==> config.mk <==
export PLATFORM = sky130hd
export DESIGN_NAME = ds3_alarm_inserter
export DESIGN_NICKNAME = d
export VERILOG_FILES = /design/src/rtl/ds3ai_pkg.sv /design/src/rtl/ds3ai_position.sv /design/src/rtl/ds3ai_overhead.sv /design/src/rtl/ds3ai_filler.sv /design/src/rtl/ds3ai_parity.sv /design/src/rtl/ds3_alarm_inserter.sv
export SDC_FILE = /design/constraint.sdc
export NUM_CORES = 1
export LEC_CHECK = 0
export BUFFER_PORTS_ARGS = -buffer_cell sky130_fd_sc_hd__buf_4
export CORE_MARGIN = 4
export CORE_UTILIZATION = 36
export CTS_BUF_LIST = sky130_fd_sc_hd__clkbuf_4 sky130_fd_sc_hd__clkbuf_8
export DETAILED_ROUTE_END_ITERATION = 8
export PLACE_DENSITY_LB_ADDON = 0.05
export REMOVE_ABC_BUFFERS = 1
export SLEW_MARGIN = 30
export SYNTH_ARGS = -nofsm -noshare
export SYNTH_HDL_FRONTEND = slang
export SYNTH_HIERARCHICAL = 1
export SYNTH_SLANG_ARGS = --single-unit
==> constraint.sdc <==
create_clock -name clk -period 2.62 [get_ports clk]
set_input_delay 0.131 -clock clk [delete_from_list [all_inputs] [get_ports clk]]
set_output_delay 0.131 -clock clk [all_outputs]
set_load 0.05 [all_outputs]
==> src/rtl/ds3ai_pkg.sv <==
`timescale 1ns / 1ps
// Package: ds3ai_pkg
// Shared frame geometry defaults and encodings for the DS3 alarm inserter.
// Assumes the seven-subframe, eight-block structure of a DS3 M-frame.
package ds3ai_pkg;

    localparam int SUBFRAMES_DEF  = 7;
    localparam int BLOCKS_DEF     = 8;
    localparam int BLOCK_BITS_DEF = 85;

    // Transmit condition; encoding is fixed by the control interface
    typedef enum logic [1:0] {
        ALM_NORMAL = 2'b00,
        ALM_YELLOW = 2'b01,
        ALM_IDLE   = 2'b10,
        ALM_AIS    = 2'b11
    } alarm_e;

    // Overhead slot by block index inside a subframe
    typedef enum logic [2:0] {
        SLOT_LEAD = 3'd0,
        SLOT_F1   = 3'd1,
        SLOT_C1   = 3'd2,
        SLOT_F2   = 3'd3,
        SLOT_C2   = 3'd4,
        SLOT_F3   = 3'd5,
        SLOT_C3   = 3'd6,
        SLOT_F4   = 3'd7
    } slot_e;

    // Zero-based subframe whose C-bits are forced during idle in C-bit parity
    localparam int IDLE_FORCE_SF = 2;
    // First zero-based subframe carrying P, and first carrying M
    localparam int FIRST_P_SF    = 2;
    localparam int FIRST_M_SF    = 4;
    // M-bit values for the three M subframes, index 0 = first M subframe
    localparam logic [2:0] M_PATTERN = 3'b010;

endpackage

==> src/rtl/ds3ai_position.sv <==
`timescale 1ns / 1ps
// Module: ds3ai_position
// Tracks the current bit time inside the M-frame as subframe, block and
// bit-in-block counters. Flags overhead bit times and the last bit of the frame.
// Assumes one bit time per clock and restarts at subframe 0, block 0, bit 0.
module ds3ai_position #(
    parameter int SUBFRAMES  = ds3ai_pkg::SUBFRAMES_DEF,
    parameter int BLOCKS     = ds3ai_pkg::BLOCKS_DEF,
    parameter int BLOCK_BITS = ds3ai_pkg::BLOCK_BITS_DEF,
    localparam int SF_W      = $clog2(SUBFRAMES),
    localparam int BLK_W     = $clog2(BLOCKS),
    localparam int BIT_W     = $clog2(BLOCK_BITS)
) (
    input  logic             clk,
    input  logic             rst_n,
    output logic [SF_W-1:0]  sf_idx,
    output logic [BLK_W-1:0] blk_idx,
    output logic             oh_slot,
    output logic             frame_last
);

    localparam logic [SF_W-1:0]  SF_LAST  = SF_W'(SUBFRAMES - 1);
    localparam logic [BLK_W-1:0] BLK_LAST = BLK_W'(BLOCKS - 1);
    localparam logic [BIT_W-1:0] BIT_LAST = BIT_W'(BLOCK_BITS - 1);

    logic [SF_W-1:0]  sf_q;
    logic [BLK_W-1:0] blk_q;
    logic [BIT_W-1:0] bit_q;
    logic             blk_end;
    logic             sf_end;

    // Decode the block and subframe wrap points
    always_comb begin
        blk_end = (bit_q == BIT_LAST);
        sf_end  = blk_end && (blk_q == BLK_LAST);
    end

    // Bit-in-block counter
    always_ff @(posedge clk) begin
        if (!rst_n) begin
            bit_q <= '0;
        end else if (blk_end) begin
            bit_q <= '0;
        end else begin
            bit_q <= bit_q + 1'b1;
        end
    end

    // Block-in-subframe counter
    always_ff @(posedge clk) begin
        if (!rst_n) begin
            blk_q <= '0;
        end else if (sf_end) begin
            blk_q <= '0;
        end else if (blk_end) begin
            blk_q <= blk_q + 1'b1;
        end
    end

    // Subframe-in-frame counter
    always_ff @(posedge clk) begin
        if (!rst_n) begin
            sf_q <= '0;
        end else if (sf_end) begin
            sf_q <= (sf_q == SF_LAST) ? '0 : sf_q + 1'b1;
        end
    end

    // Export position flags
    always_comb begin
        sf_idx     = sf_q;
        blk_idx    = blk_q;
        oh_slot    = (bit_q == '0);
        frame_last = sf_end && (sf_q == SF_LAST);
    end

endmodule

==> src/rtl/ds3ai_overhead.sv <==
`timescale 1ns / 1ps
// Module: ds3ai_overhead
// Chooses the overhead bit value for the current slot from the frame
// position, the latched alarm condition, the framing mode, the C-bit source
// and the stored parity. Purely combinational.
// Assumes the DS3 slot order of eight blocks per subframe.
module ds3ai_overhead
    import ds3ai_pkg::*;
#(
    parameter int SUBFRAMES = ds3ai_pkg::SUBFRAMES_DEF,
    parameter int BLOCKS    = ds3ai_pkg::BLOCKS_DEF,
    localparam int SF_W     = $clog2(SUBFRAMES),
    localparam int BLK_W    = $clog2(BLOCKS),
    localparam int SF_SPAN  = 1 << SF_W
) (
    input  logic [SF_W-1:0]  sf_idx,
    input  logic [BLK_W-1:0] blk_idx,
    input  alarm_e           alarm,
    input  logic             cbp_mode,
    input  logic             cbit_in,
    input  logic             par_bit,
    output logic             ovh_bit
);

    logic [SF_SPAN-1:0] idle_keep;
    logic               x_val;
    logic               m_val;
    logic               lead_val;
    logic               c_val;
    logic [1:0]         m_sel;

    // Per-subframe mask: which subframes keep source C-bits during idle
    for (genvar s = 0; s < SF_SPAN; s++) begin : g_idle_keep
        assign idle_keep[s] = (s != IDLE_FORCE_SF);
    end

    // X bits are cleared only under yellow
    always_comb begin
        x_val = (alarm != ALM_YELLOW);
    end

    // M-bit value for the current subframe
    always_comb begin
        m_sel = 2'(sf_idx - SF_W'(FIRST_M_SF));
        m_val = (m_sel < 2'd3) ? M_PATTERN[m_sel] : 1'b0;
    end

    // Lead bit: X, then P, then M according to subframe
    always_comb begin
        if (sf_idx < SF_W'(FIRST_P_SF)) begin
            lead_val = x_val;
        end else if (sf_idx < SF_W'(FIRST_M_SF)) begin
            lead_val = par_bit;
        end else begin
            lead_val = m_val;
        end
    end

    // C-bit substitution per alarm condition and framing mode
    always_comb begin
        unique case (alarm)
            ALM_AIS:  c_val = 1'b0;
            ALM_IDLE: c_val = cbp_mode ? (cbit_in & idle_keep[sf_idx]) : 1'b0;
            default:  c_val = cbit_in;
        endcase
    end

    // Slot multiplexer
    always_comb begin
        unique case (slot_e'(blk_idx))
            SLOT_LEAD: ovh_bit = lead_val;
            SLOT_F1:   ovh_bit = 1'b1;
            SLOT_F2:   ovh_bit = 1'b0;
            SLOT_F3:   ovh_bit = 1'b0;
            SLOT_F4:   ovh_bit = 1'b1;
            default:   ovh_bit = c_val;
        endcase
    end

endmodule

==> src/rtl/ds3ai_filler.sv <==
`timescale 1ns / 1ps
// Module: ds3ai_filler
// Produces the payload bit: the caller's data, or the AIS or idle filler.
// A phase counter is cleared on every overhead bit time, so each filler
// pattern starts again after overhead.
// Assumes that oh_slot marks the bit time just before the first payload bit.
module ds3ai_filler
    import ds3ai_pkg::*;
(
    input  logic   clk,
    input  logic   rst_n,
    input  logic   oh_slot,
    input  alarm_e alarm,
    input  logic   pay_in,
    output logic   pay_bit
);

    logic [1:0] phase_q;

    // Filler phase, cleared on overhead and advanced on each payload bit
    always_ff @(posedge clk) begin
        if (!rst_n || oh_slot) begin
            phase_q <= 2'd0;
        end else begin
            phase_q <= phase_q + 2'd1;
        end
    end

    // Select caller data or filler pattern
    always_comb begin
        unique case (alarm)
            ALM_AIS:  pay_bit = ~phase_q[0];
            ALM_IDLE: pay_bit = ~phase_q[1];
            default:  pay_bit = pay_in;
        endcase
    end

endmodule

==> src/rtl/ds3ai_parity.sv <==
`timescale 1ns / 1ps
// Module: ds3ai_parity
// Accumulates the XOR of every payload bit sent in a frame. The result is
// stored at the frame's last bit and offered as the P value for the next frame.
// Assumes that the last bit of a frame is a payload bit.
module ds3ai_parity (
    input  logic clk,
    input  logic rst_n,
    input  logic oh_slot,
    input  logic frame_last,
    input  logic line_bit,
    output logic par_bit
);

    logic acc_q;
    logic par_q;
    logic acc_next;

    // Fold the current payload bit into the running parity
    always_comb begin
        acc_next = acc_q ^ (line_bit & ~oh_slot);
    end

    // Running parity, cleared at each frame end
    always_ff @(posedge clk) begin
        if (!rst_n || frame_last) begin
            acc_q <= 1'b0;
        end else begin
            acc_q <= acc_next;
        end
    end

    // Stored parity for the following frame
    always_ff @(posedge clk) begin
        if (!rst_n) begin
            par_q <= 1'b0;
        end else if (frame_last) begin
            par_q <= acc_next;
        end
    end

    assign par_bit = par_q;

endmodule

==> src/rtl/ds3_alarm_inserter.sv <==
`timescale 1ns / 1ps
// Module: ds3_alarm_inserter
// Top of the DS3 transmit alarm inserter. Latches the alarm request at frame
// boundaries, merges the overhead and payload sources, and registers the
// line bit together with its overhead strobe.
// Assumes one bit time per clock and a request encoding from ds3ai_pkg.
module ds3_alarm_inserter
    import ds3ai_pkg::*;
#(
    parameter int SUBFRAMES  = ds3ai_pkg::SUBFRAMES_DEF,
    parameter int BLOCKS     = ds3ai_pkg::BLOCKS_DEF,
    parameter int BLOCK_BITS = ds3ai_pkg::BLOCK_BITS_DEF,
    localparam int SF_W      = $clog2(SUBFRAMES),
    localparam int BLK_W     = $clog2(BLOCKS)
) (
    input  logic       clk,
    input  logic       rst_n,
    input  logic       pay_in,
    input  logic       cbit_in,
    input  logic       cbp_mode,
    input  logic [1:0] alarm_sel,
    output logic       tx_bit,
    output logic       tx_oh
);

    logic [SF_W-1:0]  sf_idx;
    logic [BLK_W-1:0] blk_idx;
    logic             oh_slot;
    logic             frame_last;
    alarm_e           alarm_q;
    logic             ovh_bit;
    logic             pay_bit;
    logic             par_bit;
    logic             line_bit;
    logic             tx_bit_q;
    logic             tx_oh_q;

    ds3ai_position #(
        .SUBFRAMES  (SUBFRAMES),
        .BLOCKS     (BLOCKS),
        .BLOCK_BITS (BLOCK_BITS)
    ) u_pos (
        .clk        (clk),
        .rst_n      (rst_n),
        .sf_idx     (sf_idx),
        .blk_idx    (blk_idx),
        .oh_slot    (oh_slot),
        .frame_last (frame_last)
    );

    ds3ai_overhead #(
        .SUBFRAMES (SUBFRAMES),
        .BLOCKS    (BLOCKS)
    ) u_ovh (
        .sf_idx   (sf_idx),
        .blk_idx  (blk_idx),
        .alarm    (alarm_q),
        .cbp_mode (cbp_mode),
        .cbit_in  (cbit_in),
        .par_bit  (par_bit),
        .ovh_bit  (ovh_bit)
    );

    ds3ai_filler u_fill (
        .clk     (clk),
        .rst_n   (rst_n),
        .oh_slot (oh_slot),
        .alarm   (alarm_q),
        .pay_in  (pay_in),
        .pay_bit (pay_bit)
    );

    ds3ai_parity u_par (
        .clk        (clk),
        .rst_n      (rst_n),
        .oh_slot    (oh_slot),
        .frame_last (frame_last),
        .line_bit   (line_bit),
        .par_bit    (par_bit)
    );

    // Hold the alarm condition for a whole frame; reload on the last bit
    always_ff @(posedge clk) begin
        if (!rst_n) begin
            alarm_q <= ALM_NORMAL;
        end else if (frame_last) begin
            alarm_q <= alarm_e'(alarm_sel);
        end
    end

    // Pick overhead or payload for this bit time
    always_comb begin
        line_bit = oh_slot ? ovh_bit : pay_bit;
    end

    // Output register for line bit and strobe
    always_ff @(posedge clk) begin
        if (!rst_n) begin
            tx_bit_q <= 1'b0;
            tx_oh_q  <= 1'b0;
        end else begin
            tx_bit_q <= line_bit;
            tx_oh_q  <= oh_slot;
        end
    end

    assign tx_bit = tx_bit_q;
    assign tx_oh  = tx_oh_q;

endmodule

==> flow_summary_export.csv, run 1 <==
group,metric,value,unit
timing,worst_pin_slew,465.5,ps
critical_path,critical_path_class,"flip-flop to flip-flop",
clock_network,clock_latency,290,ps
floorplanning,core_area,2734,sq um
synth,synth_compound_area_frac,0.1552,
grt,overflow,0,
timing,fin_setup_tns,0,ps
timing,period_needed,2188,ps
critical_path,worst-path-buf-inv,2,
routing,drc_errors,0,
timing,drv_slew,0,
routing,wirelength,1900,um
synth,synth_top_family_by_area,"simple AND/OR/NAND/NOR gates",
timing,fmax,457.0,MHz
floorplanning,dieWidth,61.13,um
synth,ys_warn_count,6,
run_status,outcome,"finished clean",
synth,syn_area_per_cell,9.769,sq um
synth,syn-cell-area,1016,sq um
routing,drt_iter0_drc,18,
clock_network,cts_hold_buf,0,
place,gp_congestion,0.7018,
finish,drive_above_1_share,0.1880,
floorplanning,start_util,0.3716,
clock_network,clockBufferDepth,2,
clock_network,cts.sinks,21,
grt,antenna_found_initial,0,
synth,synth_xor_area_frac,0.05911,
synth,synth_simple_gate_area_share,0.2365,
clock_network,cts.repair.resized,0,
timing,timing.final.crit_share,0.8352,
synth,synthMuxAreaShare,0.05911,
synth,synthTopCellsByCount,"dfxtp_1, nor2_1, o21ai_0, inv_1",
grt,grt_pass1_vias,716,
grt,grt_max_degree,17,
job,cap_viol_max_count,0,
timing,setup_violations,0,
critical_path,cp_max_fo,15,
synth,yosys.area.top_type,"dfxtp_1",
routing,wl_per_cell,12.84,um
critical_path,slowest_delay,450,ps
clock_network,clockRootBuffer,"clkbuf_4",
power_and_ir_drop,power_leakage,0.4340,nW
synth,synth-seq-area-share,0.4138,
critical_path,crit_chain,"inv_1, ha_1, or3b_4, nor4_1, buf_4, mux2_4, nor2b_4, xnor2_2, nor3b_2",
floorplanning,die_h,61.13,um
power_and_ir_drop,vdd_drop_max,0.3014,mV
routing,ant_nets,0,
clock_network,clkTransAtPathRegs,120,ps
routing,dr.pass1.iters,4,
clock_network,cts_buffers,3,
floorplanning,placementRows,19,
timing,grt_setup_unrepaired,"no",
floorplanning,io_pins,9,
finish,antenna-diode-count,0,
timing,fin_worst_skew,3.776,ps
finish,fillers,273,
finish,area_delta_synth_final,13.67,%
critical_path,crit_path_end_kind,"flip-flop",
synth,synth_top_area_frac,0.4138,
synth,syn_inst,104,
grt,grt.total_usage,0.1133,
critical_path,worst_ep_arrival_time,2420,ps
grt,grt_pass1_wl,3160,um
critical_path,crit_required,2850,ps
synth,ys_top_cells_by_area,"dfxtp_1, ha_1, o21ai_0, mux2i_1, or4b_1",
clock_network,cts_setup_buffers,0,
synth,ys_types,39,
critical_path,cp_slowest_cell,"or3b_4",
routing,vias,771,
finish,fin_nets,129,
synth,yosysMostFrequentCell,"dfxtp_1",
synth,synth-main-ff-cell,"dfxtp_1",
synth,postSynth.asyncResetShare,0,
synth,synthAdderAreaFrac,0.04926,
place,dp_hpwl,1375,um
power_and_ir_drop,p_per_area,514.6,nW/um^2
synth,synth_seq_cells,21,
min_path,hold_class,"input pin to flip-flop",
clock_network,h-tree-depth,1,
floorplanning,die_area,3736,sq um
critical_path,cp_top_family,"simple AND/OR/NAND/NOR gates",
power_and_ir_drop,fin_total_pwr,0.5943,mW
timing,report.final.hold_viol_count,0,
synth,synth-edff-count,0,
routing,vias_per_cell,5.209,
place,port_buffers,8,
timing,max_slew_margin,0.6876,
clock_network,tritoncts,"done",
critical_path,cp-start-kind,"flip-flop",
-- power by group --
part	internal (mW)	switching [mW]
registers	0.332	0.00953
clock network	0.0695	0.0948
logic	0.0444	0.0437
total	0.446	0.148
-- placed cells by master, fill, tap and decap left out, drive strengths merged, types with 2 or more instances in the layout --
cell type   n
mux2i       3
nand2       3
buf        10
o31ai       2
o311ai      2
a21oi       3
o21ai       8
nor2        8
xnor2       3
nor3b       2
clkbuf      4
or4b        3
nand2b      2
ha          4
and2        2
mux2        2
nor4        2
nand3       4
nor2b       3
or3         2
dfxtp      21
inv         6
a21boi      4
xor2        3
-- final timing paths --
path / start / slack, ps / cells past startpoint / end
worst max-delay path: u_pos/bit_q[0] / 430 / 9 / u_par/acc_q
worst min-delay path: alarm_sel[1] / 80 / 3 / alarm_q[1]
worst max register to register: u_pos/bit_q[0] / 430 / 9 / u_par/acc_q
worst min register to register: u_fill/phase_q[0] / 470 / 1 / u_fill/phase_q[0]
-- cell type report --
type | count | area (sq um) | share of cell area
multi-input cells | 76 | 568.0 | 0.4919
flip-flops and latches | 21 | 420.4 | 0.3640
repair buffers | 10 | 75.07 | 0.06501
well taps | 31 | 38.79 | 0.03359
clock buffers | 4 | 30.03 | 0.02600
inverters | 6 | 22.52 | 0.01950
-- flip-flops by register name (all words and copies together), names as in the netlist --
register        cells
u_par/acc_q         1
tx_oh               1
tx_bit              1
u_pos/blk_idx       3
u_fill/phase_q      2
alarm_q             2
u_par/par_bit       1
u_pos/sf_idx        3
u_pos/bit_q         7
-- worst register-to-register path, delay by kind of cell (launching register included) --
kind	cells	cell delay, ps
flip-flops	1	350
AND/OR/NAND/NOR	4	960
multiplexers	1	300
buffers and inverters	2	250
adder cells (fa/ha/maj)	1	120
XOR/XNOR	1	130
-- metal layers --
| metal | part of all wire | vias to the layer above | GRT usage |
|---|---|---|---|
| met4 | 0.021 | 0 | 0.06502 |
| met5 | 0 | - | 0 |
| met2 | 0.42 | 9 | 0.1556 |
| met1 | 0.51 | 352 | 0.1626 |
| met3 | 0.043 | 4 | 0.02306 |
| li1 | - | 406 | - |
-- stage by stage --
step / worst slack, ps / area (sq um) / utilization / hold WS, ps / cells
3_3_place_gp: 504.7 / 1125 / 0.4114 / 402.2 / 144
4_1_cts: 404.1 / 1155 / 0.4224 / 73.15 / 148
2_1_floorplan: 240.9 / 1011 / - / 259.2 / 103
6_report: 431.7 / 1155 / 0.4224 / 83.33 / 148
3_5_place_dp: 431.8 / 1125 / 0.4114 / 395.1 / 144
5_1_grt: 279.3 / 1155 / 0.4224 / 82.76 / 148
-- cell families after synthesis --
family,after synthesis
XOR/XNOR,6
multiplexers,5
adder cells (fa/ha/maj),4
buffers and inverters,7
AND/OR/NAND/NOR,37
AO/OA/AOI/OAI,24
flip-flops,21
No activity file was read; power rests on OpenSTA's default activity.
==> inputs of run 2 (changes only) <==
ABC_AREA = 1   (was unset)
clock period = 1.8 ns   (was 2.62 ns; I/O delays follow)
==> flow_summary_export.csv, run 2 <==
group,metric,value,unit
run_status,outcome,"finished clean",
finish,drive_above_1_share,0.1735,
critical_path,cp-start-kind,"flip-flop",
grt,grt_max_degree,14,
timing,fmax,610.4,MHz
clock_network,clkTransAtPathRegs,120,ps
routing,vias_per_cell,4.346,
grt,grt.total_usage,0.1142,
clock_network,cts_buffers,3,
timing,fin_setup_tns,0,ps
finish,largest_reg_flops,7,
finish,area_delta_synth_final,16.08,%
timing,timing.final.crit_share,0.9102,
min_path,hold_end,"u_pos/sf_idx[0]",
critical_path,worst_ep_arrival_time,1860,ps
clock_network,clock_latency,310,ps
timing,max_slew_margin,0.7799,
timing,fin_worst_skew,3.166,ps
floorplanning,dieWidth,65.13,um
finish,mostFrequentLayoutCell,"nand2_1",
floorplanning,placementRows,20,
floorplanning,io_pins,9,
floorplanning,die_h,65.13,um
synth,synthTopCellsByCount,"nand2_1, inv_1, dfxtp_1, nand3_1, nor2_1",
synth,ys_warn_count,6,
grt,grt_pass1_wl,3801,um
min_path,worstHoldStart,"rst_n",
clock_network,clockRootBuffer,"clkbuf_4",
routing,wl_per_cell,9.104,um
floorplanning,start_util,0.3817,
finish,antenna-diode-count,0,
synth,synth_top_area_frac,0.3578,
place,port_buffers,8,
critical_path,crit_path_end_kind,"flip-flop",
synth,yosysMostFrequentCell,"nand2_1",
grt,overflow,0,
place,dp_hpwl,1666,um
synth,syn-cell-area,1175,sq um
min_path,holdPathStages,3,
critical_path,cp_max_fo,7,
synth,ys_types,22,
place,gp_congestion,0.7098,
floorplanning,core_area,3078,sq um
timing,worst_pin_slew,329.7,ps
routing,dr.pass1.iters,4,
synth,synth-seq-area-share,0.3578,
timing,grt_setup_unrepaired,"no",
timing,drv_slew,0,
job,cap_viol_max_count,0,
routing,wirelength,2185,um
finish,final_util,0.4431,
synth,yosys.area.top_type,"dfxtp_1",
synth,postSynth.asyncResetShare,0,
routing,vias,1043,
synth,ys_top_cells_by_area,"dfxtp_1, nand2_1, inv_1, nand3_1, nor2_1",
synth,syn_area_per_cell,6.564,sq um
critical_path,critical_path_class,"flip-flop to flip-flop",
critical_path,crit_chain,"ha_1, ha_1, nand3_4, nor3_1, buf_4, inv_1, nor2_1, nor2_1",
min_path,hold_class,"input pin to flip-flop",
routing,drt_iter0_drc,33,
critical_path,slowest_delay,460,ps
finish,mostFrequentLayoutCells,"nand2_1, inv_1, dfxtp_1, nand3_1, nor2_1",
power_and_ir_drop,power_leakage,0.6306,nW
routing,ant_nets,0,
finish,fin_cells,240,
critical_path,crit-reg2reg-launch,"u_pos/blk_idx[0]",
critical_path,reg2reg_depth,8,
floorplanning,die_area,4241,sq um
clock_network,h-tree-depth,1,
timing,setup_violations,0,
routing,drc_errors,0,
synth,syn_inst,179,
grt,antenna_found_initial,0,
critical_path,cp_slowest_cell,"dfxtp_1",
grt,grt_pass1_vias,897,
power_and_ir_drop,p_per_area,626.6,nW/um^2
timing,period_needed,1638,ps
synth,synth-edff-count,0,
clock_network,tritoncts,"done",
finish,fin_nets,208,
critical_path,crit_required,2020,ps
clock_network,clockBufferDepth,2,
clock_network,cts.sinks,21,
synth,synth-main-ff-cell,"dfxtp_1",
place,dp_cells,232,
timing,report.final.hold_viol_count,0,
power_and_ir_drop,vdd_drop_max,0.3062,mV
critical_path,r2r_slack,160,ps
synth,synth_seq_cells,21,
finish,largest-register,"u_pos/bit_q",
critical_path,r2r_end,"alarm_q[1]",
-- run 2: logic make-up after synthesis --
| family | count (synthesis) | share of synthesized area |
|---|---|---|
| AOI/OAI and AO/OA | 10 | 0.04259 |
| and+or+nand+nor | 102 | 0.4121 |
| xor gates and xnor gates | 1 | 0.007456 |
| adders and majority gates | 4 | 0.04260 |
| DFF | 21 | 0.3578 |
| buffers and inverters | 41 | 0.1374 |
-- run 2: worst max path at each step --
stage | start | endpoint | slack (ps) | cells past startpoint
after floorplan | u_pos/bit_q[0] | u_par/par_bit | 110 | 13
after detailed placement | u_pos/blk_idx[0] | alarm_q[1] | 190 | 8
after global placement | u_pos/blk_idx[0] | alarm_q[0] | 190 | 8
after CTS | u_pos/blk_idx[0] | alarm_q[1] | 150 | 8
final | u_pos/blk_idx[0] | alarm_q[1] | 160 | 8
after global routing | u_pos/blk_idx[1] | alarm_q[1] | 8 | 8
-- run 2: report_power, final --
| part | leakage (nW) | internal, mW | total (mW) | switching, mW |
|---|---|---|---|---|
| Clock | 0.0177 | 0.0830 | 0.232 | 0.149 |
| Sequential | 0.171 | 0.482 | 0.496 | 0.0135 |
| Combinational | 0.442 | 0.0544 | 0.127 | 0.0728 |
-- run 2: per-layer routing --
| metal | GRT usage | vias up | routed length [um] |
|---|---|---|---|
| met5 | 0 | - | 0 |
| met4 | 0.03109 | 0 | 18 |
| met3 | 0.03590 | 2 | 86 |
| met2 | 0.1788 | 16 | 974 |
| met1 | 0.1514 | 444 | 1105 |
| li1 | - | 581 | - |
-- run 2: through the flow --
stage               setup slack [ps]  cell area, sq um  power (mW)  hold WS (ps)
global placement               189.6              1294      0.6185         316.2
CTS                            148.2              1341      0.8642         66.55
finish                         161.6              1364      0.8546         81.13
floorplan                      109.1              1164      0.5816         187.6
global route                   8.040              1364      0.9127         72.21
detailed placement             186.6              1294      0.6203         324.3
-- run 2: cell type report --
cell class	instances	area, sq um
clock inverter	1	5.005
tap	44	55.05
sequential	21	421.7
fill	332	1714
clock buffer	3	22.52
timing repair buffer	14	110.1
inverter	40	150.1
multi-input combinational	117	599.3
-- run 2: timing repair --
item                                   CTS  global route
hold buffers                             2             0
setup buffers                            0             2
setup endpoints to repair                0             2
resized for setup                        0             2
endpoints found under the hold margin    2             0
-- run 2: critical path, delay by kind of cell, from the launching register on --
kind	cells	cell delay, ps
buffers and inverters	2	220
adder cells (fa/ha/maj)	2	430
AND/OR/NAND/NOR	4	450
flip-flops	1	460
==> inputs of run 3 (changes only) <==
SYNTH_HIERARCHICAL = unset   (was 1)
==> flow_summary_export.csv, run 3 <==
group,metric,value,unit
run_status,outcome,"finished clean",
synth,postSynth.asyncResetShare,0,
critical_path,crit-reg2reg-launch,"u_pos.blk_idx[0]",
synth,syn-cell-area,1130,sq um
grt,grt_max_degree,13,
finish,area_delta_synth_final,12.74,%
power_and_ir_drop,power_leakage,0.5514,nW
routing,ant_nets,0,
grt,overflow,0,
power_and_ir_drop,p_per_area,693.7,nW/um^2
power_and_ir_drop,vdd_drop_max,0.2913,mV
clock_network,cts_setup_buffers,0,
grt,antenna_found_initial,0,
floorplanning,die_area,4099,sq um
min_path,holdPathStages,3,
floorplanning,die_h,64.02,um
min_path,hold_class,"input pin to flip-flop",
critical_path,r2r_slack,340,ps
place,port_buffers,8,
clock_network,cts_hold_buf,0,
timing,grt_setup_unrepaired,"no",
synth,synthTopCellsByCount,"nand2_1, dfxtp_1, nand3_1, nor2_1, inv_1",
synth,synth-edff-count,0,
clock_network,tritoncts,"done",
synth,yosys.area.top_type,"dfxtp_1",
timing,worst_pin_slew,241.9,ps
floorplanning,dieWidth,64.02,um
synth,synth_top_area_frac,0.3898,
critical_path,worst_ep_arrival_time,1670,ps
finish,antenna-diode-count,0,
routing,vias,937,
finish,fillers,314,
timing,drv_slew,0,
place,dp_hpwl,1692,um
grt,grt_pass1_wl,3815,um
finish,largest_reg_flops,7,
finish,mostFrequentLayoutCells,"nand2_1, dfxtp_1, nor2_1, nand3_1, inv_1",
timing,period_needed,1463,ps
grt,grt.total_usage,0.1161,
floorplanning,start_util,0.3731,
critical_path,reg2reg_depth,7,
synth,synth-seq-area-share,0.3898,
timing,max_slew_margin,0.8382,
place,dp_worst_setup_slack,338.7,ps
floorplanning,io_pins,9,
synth,ys_top_cells_by_area,"dfxtp_1, nand2_1, nand3_1, ha_1, nor2_1",
routing,drt_iter0_drc,25,
timing,fin_worst_skew,7.464,ps
synth,ys_warn_count,0,
finish,drive_above_1_share,0.1595,
synth,syn_area_per_cell,7.433,sq um
clock_network,h-tree-depth,1,
clock_network,clockBufferDepth,2,
timing,worst_slack,336.9,ps
timing,setup_violations,0,
critical_path,crit_path_end_kind,"flip-flop",
timing,fmax,683.5,MHz
timing,timing.final.crit_share,0.8128,
synth,yosysMostFrequentCell,"nand2_1",
synth,synth_seq_cells,22,
finish,fin_nets,177,
clock_network,clockRootBuffer,"clkbuf_4",
routing,dr.pass1.iters,4,
critical_path,cp_max_fo,6,
place,gp_congestion,0.7833,
critical_path,critical_path_class,"flip-flop to flip-flop",
finish,mostFrequentLayoutCell,"nand2_1",
clock_network,clkTransAtPathRegs,130,ps
routing,vias_per_cell,4.527,
routing,wirelength,2087,um
critical_path,crit_required,2010,ps
clock_network,cts.sinks,22,
routing,wl_per_cell,10.08,um
routing,drc_errors,0,
synth,syn_inst,152,
min_path,hold_end,"alarm_q[1]",
timing,hold_slack,13.60,ps
grt,grt_pass1_vias,913,
finish,largest-register,"u_pos.bit_q",
floorplanning,core_area,3028,sq um
clock_network,cts_buffers,3,
power_and_ir_drop,fin_total_pwr,0.8836,mW
synth,ys_types,24,
clock_network,clock_latency,300,ps
min_path,worstHoldStart,"alarm_sel[1]",
timing,report.final.hold_viol_count,0,
clock_network,cts.repair.resized,0,
critical_path,cp-start-kind,"flip-flop",
floorplanning,placementRows,20,
synth,synth-main-ff-cell,"dfxtp_1",
timing,fin_setup_tns,0,ps
job,cap_viol_max_count,0,
## run 3: cell types whose count changed in the layout (fill, tap and decap cells not counted), moves of 2 or more
cell,previous run,this run
inv_1,38,17
nand2_1,47,32
buf_4,12,8
nand3_2,1,4
nor2_2,4,1
nor3_1,4,1
dfxtp_1,20,22
dlygate4sd3_1,2,0
ha_1,4,6
nand3b_1,0,2
nor2_1,17,19
xnor2_1,0,2
## run 3: layout make-up
type	instances	area [sq um]	area share
sequential	22	440.4	0.3458
multi-input combinational	109	606.8	0.4764
tap	44	55.05	0.04322
inverter	20	75.07	0.05894
clock buffer	4	36.28	0.02849
timing repair buffer	8	60.06	0.04715
## run 3: worst max path at each step
stage | from | endpoint | slack, ps | cells after the start
2_1_floorplan | u_pos.blk_idx[0] | flip-flop | 470 | 7
3_3_place_gp | u_pos.blk_idx[0] | flip-flop | 400 | 7
3_5_place_dp | u_pos.blk_idx[0] | flip-flop | 340 | 7
4_1_cts | u_pos.blk_idx[0] | flip-flop | 320 | 7
5_1_grt | u_pos.blk_idx[0] | flip-flop | 180 | 7
6_report | u_pos.blk_idx[0] | flip-flop | 340 | 7
## run 3: report_power, final
part           leakage [nW]  switching, mW  internal [mW]
logic                 0.351         0.0595         0.0370
registers             0.179         0.0107          0.504
clock network        0.0210          0.149          0.123
## run 3: kinds of logic after synthesis
family          synth area share
simple gates              0.3898
compound gates           0.04872
fa+ha+maj                0.06644
buf+inv                  0.07309
mux                     0.008860
flops                     0.3898
xor+xnor                 0.02326
## run 3: stage by stage
step / cell area, sq um / std cells / utilization
after floorplan: 1122 / 151 / -
after CTS: 1274 / 207 / 0.4207
after detailed placement: 1237 / 203 / 0.4087
after global placement: 1237 / 203 / 0.4087
after global routing: 1274 / 207 / 0.4207
final: 1274 / 207 / 0.4207
## run 3: layer usage
| metal | vias up | part of all wire | track usage | wire, um |
|---|---|---|---|---|
| li1 | 512 | - | - | - |
| met1 | 416 | 0.52 | 0.1609 | 1092 |
| met2 | 7 | 0.44 | 0.1768 | 912 |
| met3 | 2 | 0.029 | 0.02460 | 61 |
| met4 | 0 | 0.010 | 0.04043 | 21 |
| met5 | - | 0 | 0 | 0 |
## run 3: worst max-delay path: stages, from the launching register on
cell and delay [ps]:
dfxtp_1 400, ha_1 200, ha_1 280, nand3_2 180, nand2_1 110, nand2_2 60, nor2_4 90, nand3_2 50
